<file path="src/rtl/perfmon_pkg.sv">
package perfmon_pkg;
  localparam int DATA_W = 32;
  localparam int TYPE_W = 8;
  localparam int ADDR_W = 5;
  localparam int CYC_STATUS_BIT = 31;

  localparam logic [ADDR_W-1:0] A_CTRL      = 5'd0;
  localparam logic [ADDR_W-1:0] A_CNTEN_SET = 5'd1;
  localparam logic [ADDR_W-1:0] A_CNTEN_CLR = 5'd2;
  localparam logic [ADDR_W-1:0] A_INTEN_SET = 5'd3;
  localparam logic [ADDR_W-1:0] A_INTEN_CLR = 5'd4;
  localparam logic [ADDR_W-1:0] A_OVF_SET   = 5'd5;
  localparam logic [ADDR_W-1:0] A_OVF_CLR   = 5'd6;
  localparam logic [ADDR_W-1:0] A_SWINC     = 5'd7;
  localparam logic [ADDR_W-1:0] A_CYC_LO    = 5'd8;
  localparam logic [ADDR_W-1:0] A_CYC_HI    = 5'd9;
  localparam int A_EVCNT_BASE  = 16;
  localparam int A_EVTYPE_BASE = 24;

  localparam int CTRL_EN_BIT   = 0;
  localparam int CTRL_DIV_BIT  = 3;
  localparam int CTRL_LONG_BIT = 6;
  localparam int CTRL_NUM_LSB  = 11;

  // Wrap detector: monitored bit was set before and is clear after.
  function automatic logic top_bit_fell(input logic [63:0] old_v,
                                        input logic [63:0] new_v,
                                        input int unsigned pos);
    return old_v[pos] & ~new_v[pos];
  endfunction

  // Implemented bits of every mask register: event counters plus the cycle bit.
  function automatic logic [DATA_W-1:0] impl_mask(input int unsigned n);
    return (DATA_W'(1) << CYC_STATUS_BIT) | ((DATA_W'(1) << n) - DATA_W'(1));
  endfunction
endpackage

</file>
<file path="src/rtl/perfmon_w1_reg.sv">
module perfmon_w1_reg
  import perfmon_pkg::*;
(
  input  logic              clk,
  input  logic              rst_n,
  input  logic              set_we,
  input  logic              clr_we,
  input  logic [DATA_W-1:0] wdata,
  input  logic [DATA_W-1:0] mask,
  input  logic [DATA_W-1:0] hw_set,
  output logic [DATA_W-1:0] q
);
  logic [DATA_W-1:0] set_bits;
  logic [DATA_W-1:0] clr_bits;

  always_comb begin
    set_bits = set_we ? (wdata & mask) : '0;
    clr_bits = clr_we ? (wdata & mask) : '0;
  end

  // Hardware set is applied last so a simultaneous clear cannot drop it.
  always_ff @(posedge clk) begin
    if (!rst_n) q <= '0;
    else        q <= (q & ~clr_bits) | set_bits | (hw_set & mask);
  end
endmodule

</file>
<file path="src/rtl/perfmon_evt_counter.sv">
module perfmon_evt_counter
  import perfmon_pkg::*;
#(
  parameter int CNT_W = DATA_W
) (
  input  logic              clk,
  input  logic              rst_n,
  input  logic              enable,
  input  logic              evt_pulse,
  input  logic              sw_inc,
  input  logic              wr_count,
  input  logic              wr_type,
  input  logic [CNT_W-1:0]  wdata,
  input  logic [TYPE_W-1:0] type_wdata,
  output logic [CNT_W-1:0]  count,
  output logic [TYPE_W-1:0] evtype,
  output logic              ovf_event
);
  logic             bump;
  logic [CNT_W-1:0] count_inc;

  always_comb begin
    bump      = enable && ((evtype == '0) ? sw_inc : evt_pulse);
    count_inc = count + CNT_W'(1);
    ovf_event = bump && !wr_count &&
                top_bit_fell(64'(count), 64'(count_inc), CNT_W - 1);
  end

  always_ff @(posedge clk) begin
    if (!rst_n) begin
      count  <= '0;
      evtype <= '0;
    end else begin
      if (wr_count)  count <= wdata;
      else if (bump) count <= count_inc;
      if (wr_type) evtype <= type_wdata;
    end
  end
endmodule

</file>
<file path="src/rtl/perfmon_cyc_counter.sv">
module perfmon_cyc_counter
  import perfmon_pkg::*;
#(
  parameter int CYC_W     = 64,
  parameter int DIV       = 64,
  parameter int SHORT_BIT = 31
) (
  input  logic              clk,
  input  logic              rst_n,
  input  logic              enable,
  input  logic              div_sel,
  input  logic              long_sel,
  input  logic              wr_lo,
  input  logic              wr_hi,
  input  logic [DATA_W-1:0] wdata,
  output logic [CYC_W-1:0]  count,
  output logic              tick,
  output logic              ovf_event
);
  localparam int PW = (DIV > 1) ? $clog2(DIV) : 1;
  localparam logic [PW-1:0] PRESC_LAST = PW'(DIV - 1);

  logic [PW-1:0]    presc;
  logic [CYC_W-1:0] count_inc;
  int unsigned      mon_pos;

  always_comb begin
    tick      = enable && (!div_sel || presc == PRESC_LAST);
    count_inc = count + CYC_W'(1);
    mon_pos   = long_sel ? CYC_W - 1 : SHORT_BIT;
    ovf_event = tick && !(wr_lo || wr_hi) &&
                top_bit_fell(64'(count), 64'(count_inc), mon_pos);
  end

  always_ff @(posedge clk) begin
    if (!rst_n) begin
      presc <= '0;
      count <= '0;
    end else begin
      if (enable && div_sel)
        presc <= (presc == PRESC_LAST) ? '0 : presc + PW'(1);
      if (wr_lo || wr_hi) begin
        if (wr_lo) count[DATA_W-1:0] <= wdata;
        if (wr_hi) count[CYC_W-1:DATA_W] <= wdata[CYC_W-DATA_W-1:0];
      end else if (tick) begin
        count <= count_inc;
      end
    end
  end
endmodule

</file>
<file path="src/rtl/perfmon_ovf_irq.sv">
module perfmon_ovf_irq
  import perfmon_pkg::*;
#(
  parameter int NUM_EVT = 4,
  parameter int CYC_DIV = 64
) (
  input  logic              clk,
  input  logic              rst_n,
  input  logic              reg_we,
  input  logic [ADDR_W-1:0] reg_addr,
  input  logic [DATA_W-1:0] reg_wdata,
  output logic [DATA_W-1:0] reg_rdata,
  input  logic [NUM_EVT-1:0] evt_pulse,
  output logic              irq
);
  localparam logic [DATA_W-1:0] IMPL = impl_mask(NUM_EVT);
  localparam int CYC_W = 64;

  logic ctrl_en, ctrl_div, ctrl_long;
  logic [DATA_W-1:0] cnten_q, inten_q, ovf_q, ovf_evt;
  logic [NUM_EVT-1:0] swinc_vec, evt_ovf;
  logic [DATA_W-1:0] evt_cnt  [NUM_EVT];
  logic [TYPE_W-1:0] evt_type [NUM_EVT];
  logic [CYC_W-1:0] cyc_cnt;
  logic cyc_tick, cyc_ovf;

  function automatic logic wr_at(input logic [ADDR_W-1:0] a);
    return reg_we && (reg_addr == a);
  endfunction

  always_ff @(posedge clk) begin
    if (!rst_n) begin
      ctrl_en <= 1'b0; ctrl_div <= 1'b0; ctrl_long <= 1'b0;
    end else if (wr_at(A_CTRL)) begin
      ctrl_en   <= reg_wdata[CTRL_EN_BIT];
      ctrl_div  <= reg_wdata[CTRL_DIV_BIT];
      ctrl_long <= reg_wdata[CTRL_LONG_BIT];
    end
  end

  always_comb begin
    swinc_vec = wr_at(A_SWINC) ? reg_wdata[NUM_EVT-1:0] : '0;
    ovf_evt = '0;
    ovf_evt[NUM_EVT-1:0] = evt_ovf;
    ovf_evt[CYC_STATUS_BIT] = cyc_ovf;
  end

  perfmon_w1_reg u_cnten (
    .clk(clk), .rst_n(rst_n), .set_we(wr_at(A_CNTEN_SET)), .clr_we(wr_at(A_CNTEN_CLR)),
    .wdata(reg_wdata), .mask(IMPL), .hw_set('0), .q(cnten_q));
  perfmon_w1_reg u_inten (
    .clk(clk), .rst_n(rst_n), .set_we(wr_at(A_INTEN_SET)), .clr_we(wr_at(A_INTEN_CLR)),
    .wdata(reg_wdata), .mask(IMPL), .hw_set('0), .q(inten_q));
  perfmon_w1_reg u_ovf (
    .clk(clk), .rst_n(rst_n), .set_we(wr_at(A_OVF_SET)), .clr_we(wr_at(A_OVF_CLR)),
    .wdata(reg_wdata), .mask(IMPL), .hw_set(ovf_evt), .q(ovf_q));

  for (genvar g = 0; g < NUM_EVT; g++) begin : g_evt
    perfmon_evt_counter #(.CNT_W(DATA_W)) u_cnt (
      .clk(clk), .rst_n(rst_n), .enable(cnten_q[g]), .evt_pulse(evt_pulse[g]),
      .sw_inc(swinc_vec[g]),
      .wr_count(wr_at(ADDR_W'(A_EVCNT_BASE + g))),
      .wr_type(wr_at(ADDR_W'(A_EVTYPE_BASE + g))),
      .wdata(reg_wdata), .type_wdata(reg_wdata[TYPE_W-1:0]),
      .count(evt_cnt[g]), .evtype(evt_type[g]), .ovf_event(evt_ovf[g]));
  end

  perfmon_cyc_counter #(.CYC_W(CYC_W), .DIV(CYC_DIV), .SHORT_BIT(31)) u_cyc (
    .clk(clk), .rst_n(rst_n), .enable(cnten_q[CYC_STATUS_BIT]),
    .div_sel(ctrl_div), .long_sel(ctrl_long),
    .wr_lo(wr_at(A_CYC_LO)), .wr_hi(wr_at(A_CYC_HI)), .wdata(reg_wdata),
    .count(cyc_cnt), .tick(cyc_tick), .ovf_event(cyc_ovf));

  always_ff @(posedge clk) begin
    if (!rst_n) irq <= 1'b0;
    else        irq <= ctrl_en && ((inten_q & ovf_q) != '0);
  end

  always_comb begin
    reg_rdata = '0;
    case (reg_addr)
      A_CTRL: begin
        reg_rdata[CTRL_EN_BIT]   = ctrl_en;
        reg_rdata[CTRL_DIV_BIT]  = ctrl_div;
        reg_rdata[CTRL_LONG_BIT] = ctrl_long;
        reg_rdata[CTRL_NUM_LSB +: 5] = 5'(NUM_EVT);
      end
      A_CNTEN_SET, A_CNTEN_CLR: reg_rdata = cnten_q;
      A_INTEN_SET, A_INTEN_CLR: reg_rdata = inten_q;
      A_OVF_SET, A_OVF_CLR:     reg_rdata = ovf_q;
      A_CYC_LO: reg_rdata = cyc_cnt[DATA_W-1:0];
      A_CYC_HI: reg_rdata = cyc_cnt[CYC_W-1:DATA_W];
      default: begin
        for (int i = 0; i < NUM_EVT; i++) begin
          if (reg_addr == ADDR_W'(A_EVCNT_BASE + i))  reg_rdata = evt_cnt[i];
          if (reg_addr == ADDR_W'(A_EVTYPE_BASE + i)) reg_rdata = DATA_W'(evt_type[i]);
        end
      end
    endcase
  end
endmodule

</file>
<file path="config.mk">
export PLATFORM = sky130hd
export DESIGN_NAME = perfmon_ovf_irq
export DESIGN_NICKNAME = d
export VERILOG_FILES = /design/src/rtl/perfmon_pkg.sv /design/src/rtl/perfmon_w1_reg.sv /design/src/rtl/perfmon_evt_counter.sv /design/src/rtl/perfmon_cyc_counter.sv /design/src/rtl/perfmon_ovf_irq.sv
export SDC_FILE = /design/constraint.sdc
export NUM_CORES = 1
export LEC_CHECK = 0
export ABC_AREA = 1
export BUFFER_PORTS_ARGS = -buffer_cell sky130_fd_sc_hd__buf_2
export CORE_UTILIZATION = 35
export CTS_CLUSTER_SIZE = 16
export DETAILED_ROUTE_END_ITERATION = 8
export GPL_ROUTABILITY_DRIVEN = 0
export SYNTH_ARGS = -nofsm -noshare
export SYNTH_HDL_FRONTEND = slang
export SYNTH_SLANG_ARGS = --single-unit
</file>
<file path="constraint.sdc">
create_clock -name clk -period 2.53 [get_ports clk]
set_clock_uncertainty 0.2 [all_clocks]
set_input_delay 0.253 -clock clk [delete_from_list [all_inputs] [get_ports clk]]
set_output_delay 0.253 -clock clk [all_outputs]
set_load 0.01 [all_outputs]
</file>
* Yosys cells after proc, flatten, opt, wreduce, memory -nomap -nowiden *
Index checks and enable logic that the tools add are counted.

word-level totals
  register bits after elaboration = 330
  bits of input ports = 44
  output and inout port bits = 33
  logic and storage cells = 170

operators by class
  eq/ne operators = 20
  reduce and logical (&&, ||, !) cells = 59
  order comparisons = 1
  $add $sub $neg = 6
  bitwise operators = 21
  muxes and demuxes = 45

operators by type and width
  kind                                                                    number
  32-bit 2-to-1 mux                                                       24
  32-bit by 1-bit adder with 32-bit output (second input constant)        4
  32-bit AND                                                              4
  64-bit 2-to-1 mux                                                       2
  32-bit bitwise OR                                                       4
  32-bit NOT                                                              3
  16-bit case mux with 6 select lines                                     1
  64-bit by 1-bit adder with 64-bit output (second input constant)        1
  5-bit == test (second input constant)                                   8
  1-bit logical AND                                                       35
  8-bit logical NOT                                                       4
  32-bit by 7-bit < comparator with 1-bit output (second input constant)  1
  32-bit nonzero test                                                     1
  5-bit case mux with 6 select lines                                      1
  2-bit case mux with 6 select lines                                      2
  4-bit case mux with 6 select lines                                      1
  5-bit by 3-bit == test with 1-bit output (second input constant)        4
  1-bit case mux with 6 select lines                                      3
  1-bit binary-select mux with 6-bit select                               2
  6-bit 2-to-1 mux                                                        2
  5-bit by 2-bit == test with 1-bit output (second input constant)        2
  5-bit by 4-bit == test with 1-bit output (second input constant)        2
  2-bit nonzero test                                                      5
  6-bit by 1-bit adder with 6-bit output (second input constant)          1
  12 further kinds                                                        35

* Longest topological paths before layout *
  word-level depth = 10
  gate-level depth with buffers = 13
  gate-level depth less buffers = 13

* Cells and area by module *
From an unflattened synthesis, not the netlist that was laid out.

unflattened totals
  cell total of the unflattened synthesis = 4437
  area, all modules = 24693.7 um^2

modules (own cells, without submodules)
  module                                    instances  area each (um^2)  seq. area each (um^2)  cells each
  perfmon_evt_counter (g_evt[0].u_cnt ...)  3          2839.0            800.8                  500
  perfmon_cyc_counter                       1          5202.5            1401.3                 930
  perfmon_w1_reg                            3          1661.6            640.6                  266
  perfmon_ovf_irq                           1          3163.0            80.1                   710
  perfmon_evt_counter (g_evt[1].u_cnt)      1          2826.5            800.8                  499

* Worst setup path before layout *
No wires, ideal clock.

  path type = register to register
  start = register g_evt[0].u_cnt.count[3]
  end = register g_evt[0].u_cnt.count[31]
  path slack = 428 ps
  data arrival time = 1770 ps
  required time = 2198 ps
  library setup time = 132 ps
  cell stages (with the launch flop) = 14
  path buffers = 0
  period minus slack after synthesis = 2102 ps
  cells stage by stage = dfxtp_1 > inv_1 > nor3_1 > nand3b_1 > inv_1 > nand4_1 > nor3_1 > nand3_1 > nor2_1 > ha_1 > nand2_1 > o21ai_1 > nand2_1 > a21oi_1

between the ends
  cells in the longest elaborated chain, start to end = 3

RTL lines
  element                                   line                       text
  start, declared                           perfmon_evt_counter.sv:15  output logic [CNT_W-1:0] count,
  start signal, assigned                    perfmon_evt_counter.sv:34  if (wr_count) count <= wdata;
  start signal, assigned                    perfmon_evt_counter.sv:35  else if (bump) count <= count_inc;
  32-bit by 1-bit adder with 32-bit output  perfmon_evt_counter.sv:24  count_inc = count + CNT_W'(1);
  32-bit 2-to-1 mux                         perfmon_evt_counter.sv:35
  32-bit 2-to-1 mux                         perfmon_evt_counter.sv:34

Every way passes these cells. The select of a mux whose other input is x is not followed.
A chain may end at the register's enable or synchronous reset.

* Worst setup path in the final report *
  start = register g_evt[1].u_cnt.count[19]
  end = output port reg_rdata[19]

between the ends
  cells in the longest elaborated chain, start to end = 7

RTL lines
  element                              line                       text
  start, declared                      perfmon_evt_counter.sv:15
  start signal, assigned               perfmon_evt_counter.sv:34
  start signal, assigned               perfmon_evt_counter.sv:35
  32-bit 2-to-1 mux                    perfmon_ovf_irq.sv:95      if (reg_addr == ADDR_W'(A_EVCNT_BASE + i)) reg_rdata = evt_cnt[i];
  32-bit 2-to-1 mux                    perfmon_ovf_irq.sv:96      if (reg_addr == ADDR_W'(A_EVTYPE_BASE + i)) reg_rdata = DATA_W'(evt_type[i]);
  32-bit 2-to-1 mux                    perfmon_ovf_irq.sv:95
  32-bit 2-to-1 mux                    perfmon_ovf_irq.sv:96
  32-bit 2-to-1 mux                    perfmon_ovf_irq.sv:95
  32-bit 2-to-1 mux                    perfmon_ovf_irq.sv:96
  16-bit case mux with 6 select lines  perfmon_ovf_irq.sv:81      case (reg_addr)
  end, declared                        perfmon_ovf_irq.sv:12      output logic [DATA_W-1:0] reg_rdata,

Every way passes these cells.

==> impl_results.md <==
* Status: complete, but fails checks
* Hold_ws at -0.0115 ns
* CTS Buf Count at 31
* Leading cell type in the layout, fill and taps excluded: nand2_1
* Horiz. Die Dim at 228 µm
* # diodes at 0
* Row count at 82
* Post-synthesis compound-gate area fraction at 17.1%
* Clock Tree Buf Depth at 3
* Startpoint Class: flip-flop
* CP max stage cell: dfxtp_1
* EDFF count, synth at 0
* Initial Utilization at 35.5%
* Largest net degree at the start of global routing at 134
* CP required at 2.08 ns
* Synth Area in XOR/XNOR at 3.83%
* H-tree Lvls at 1
* Largest delay share family, worst path: compound AO/OA/AOI/OAI gates
* IO Port Bufs at 76
* Global-route wire length before repair at 122 mm
* Crit path DAT at 2.08 ns
* Crit-path cells: inv_1 -> o22ai_1 -> a21oi_2 -> o2111ai_1 -> buf_2
* Syn_area_per_cell at 5.75 µm²
* Yosys reg bits at 249
* Max Cap Viol at 0
* Met3 usage at 6.20%
* GRT busiest layer: met2
* Post-synthesis adder-cell area fraction at 0.702%
* Share of cells above drive strength 1 at 11.8%
* Area growth from synthesis to layout at 20.8%
* Distinct cell type count after synthesis at 43
* Final hold violation count at 1
* Largest family of logic cells by synthesized area: simple AND/OR/NAND/NOR gates
* Post-synth net total at 3157
* Vias in the first global route at 19482
* Routing usage on met1 at 43.2%
* Most frequent cells in the layout: nand2_1 (1020), nor2_1 (414), inv_1 (254)
* Seq/Total Area, Yosys at 28.0%
* Die H at 228 µm
* Vias/cell at 5.46
* CTS tree: done
* Antenna violations before repair at 1
* Tmin final at 2.54 ns
* Fin worst setup slack at -0.00570 ns
* Final wirelength at 81.8 mm
* Mux contribution to synthesized area at 0%
* Root Driver: clkbuf_16
* IO Count at 77
* Avg WL per Cell at 20.4 µm
* Tcrit/Tclk final at 100%
* Power Density at 435 mW/mm²
* VDD IR max at 0.527 mV
* Synthesis warning total at 0
* Core ar. at 0.0502 mm²
* Asr flop ratio synth at 0%
* Hold crit path type: input pin to flip-flop
* Fmax at 394 MHz
* GR Layer Usage met2 at 44.1%
* Post-Syn Area at 0.0178 mm²
* Worst-skew pair later-pin latency at 0.61 ns
* Worst-Margin Slew at 0.699 ns
* Placed Instances at 3911
* Main synth FF type: dfxtp_1
* Leakage at 8.13 nW
* Max-slew violation count at 0
* Max-slew headroom at 53.4%
* Slowest Stage Delay on Critical Path at 0.33 ns
* Setup CP Type: flip-flop to primary output
* Total track usage at 30.5%
* Unrepaired setup endpoints after global routing: no
* DP HPWL at 62.1 mm
* Post-route DRC violation count at 0
* Critical path capture point type: primary output
* Worst path bufs/invs at 2
* Mapped Cells at 3103
* Gr ovfl total at 0
* Fin nets at 3358
* DRT Pass-1 Iters at 6
* Clk sink count at 249
* Worst Path Max Fanout at 5
* Routed via count at 21831
* Setup violators final at 1
* Simple-gate area share of the yosys netlist at 41.7%
* Post-route insts no fill at 4000
* Failing checks: negative hold slack, negative setup slack
* DRT antenna net count at 0
* Fillers at 5444
* DRT iter0 DRCs at 3094
* Clock slew at the register clock pins of the worst setup and hold paths at 0.06 ns
* Area of the die at 0.0518 mm²
-- final timing paths --
kind | startpoint | endpoint | slack (ns) | cells past startpoint
max reg2reg | u_cyc.count[34]$_SDFFE_PN0P_ | u_cyc.count[36]$_SDFFE_PN0P_ | 0.11 | 9
max | g_evt[1].u_cnt.count[19]$_SDFFE_PN0P_ | reg_rdata[19] | -0.006 | 5
min reg2reg | ctrl_en$_SDFFE_PN0P_ | irq$_SDFF_PN0_ | 0.28 | 2
min | reg_wdata[28] | g_evt[0].u_cnt.count[28]$_SDFFE_PN0P_ | -0.01 | 5
-- state kept, by name (all words and copies together), names as in the netlist, 5 cells and up --
signal	flops
g_evt.u_cnt.count	128
u_cyc.count	64
g_evt.u_cnt.evtype	32
u_cyc.presc	6
u_cnten.q	5
u_inten.q	5
u_ovf.q	5
-- per-layer routing --
| metal | vias up | share of wire [%] |
|---|---|---|
| li1 | 10497 | - |
| met2 | 1253 | 41 |
| met5 | - | 0 |
| met4 | 0 | 5.2 |
| met1 | 9888 | 43 |
| met3 | 193 | 11 |
-- area by class of cell --
class / instances / area [µm²] / share of cell area, %
Multi-Input combinational cell: 2453 / 11300 / 52.7
Sequential cell: 249 / 4990 / 23.1
Timing Repair Buffer: 280 / 2240 / 10.4
Inverter: 289 / 1090 / 5.05
Clock buffer: 39 / 866 / 4.02
Tap cell: 672 / 841 / 3.90
Clock inverter: 18 / 176 / 0.819
-- kinds of logic after synthesis --
family	after synthesis
AOI/OAI and AO/OA	557
xor gates and xnor gates	78
adders and majority gates	10
buffers and inverters	401
DFF	249
and+or+nand+nor	1808
-- Yosys cell counts, drive strengths merged (24+ instances only) --
library cell  count  area (µm²)
clkbuf           68         255
nand2          1031        3890
o22ai            28         175
a21oi           243        1220
nand3           189         966
dfxtp           249        4980
o21ai           215        1090
nor2            436        1710
buf              44         226
inv             287        1080
nand4            44         275
xor2             54         473
xnor2            24         210
nor3             82         410
o2111ai          24         210
-- worst register-to-register path, stage by stage, from the launching register on --
cell and delay (ns):
dfxtp_1 0.46, nand2_1 0.12, nor3_1 0.44, nand2_1 0.20, nor2_1 0.28, nand3_1 0.24, nand2_1 0.11, inv_1 0.03
o21ai_0 0.14, a21oi_1 0.08
-- metrics by stage --
step	util, %	power [mW]	instance area (µm²)	setup slack (ns)	setup TNS [ns]
3_3_place_gp	40.1	4.75	20100	0.116	0
6_report	42.9	9.38	21500	-0.00570	-0.00570
5_1_grt	42.9	9.59	21500	0.000633	0
2_1_floorplan	-	4.37	17800	0.428	0
4_1_cts	42.8	9.38	21500	0.0288	0
3_5_place_dp	40.1	4.74	20100	0.0651	0
-- repair_timing --
action	in CTS	in global routing
buffers inserted	0	0
pin swaps	0	0
endpoints found under the setup margin	1	13
resized for setup	1	14
hold buffers	32	0
cloned	0	0
endpoints found under the hold margin	119	0
-- power breakdown --
group	switching (mW)	internal (mW)	total (mW)
clock network	1.95	2.71	4.66
registers	0.0521	3.96	4.01
logic	0.498	0.205	0.703
total	2.50	6.88	9.38
Note: power is estimated with default switching activity, not from simulation.
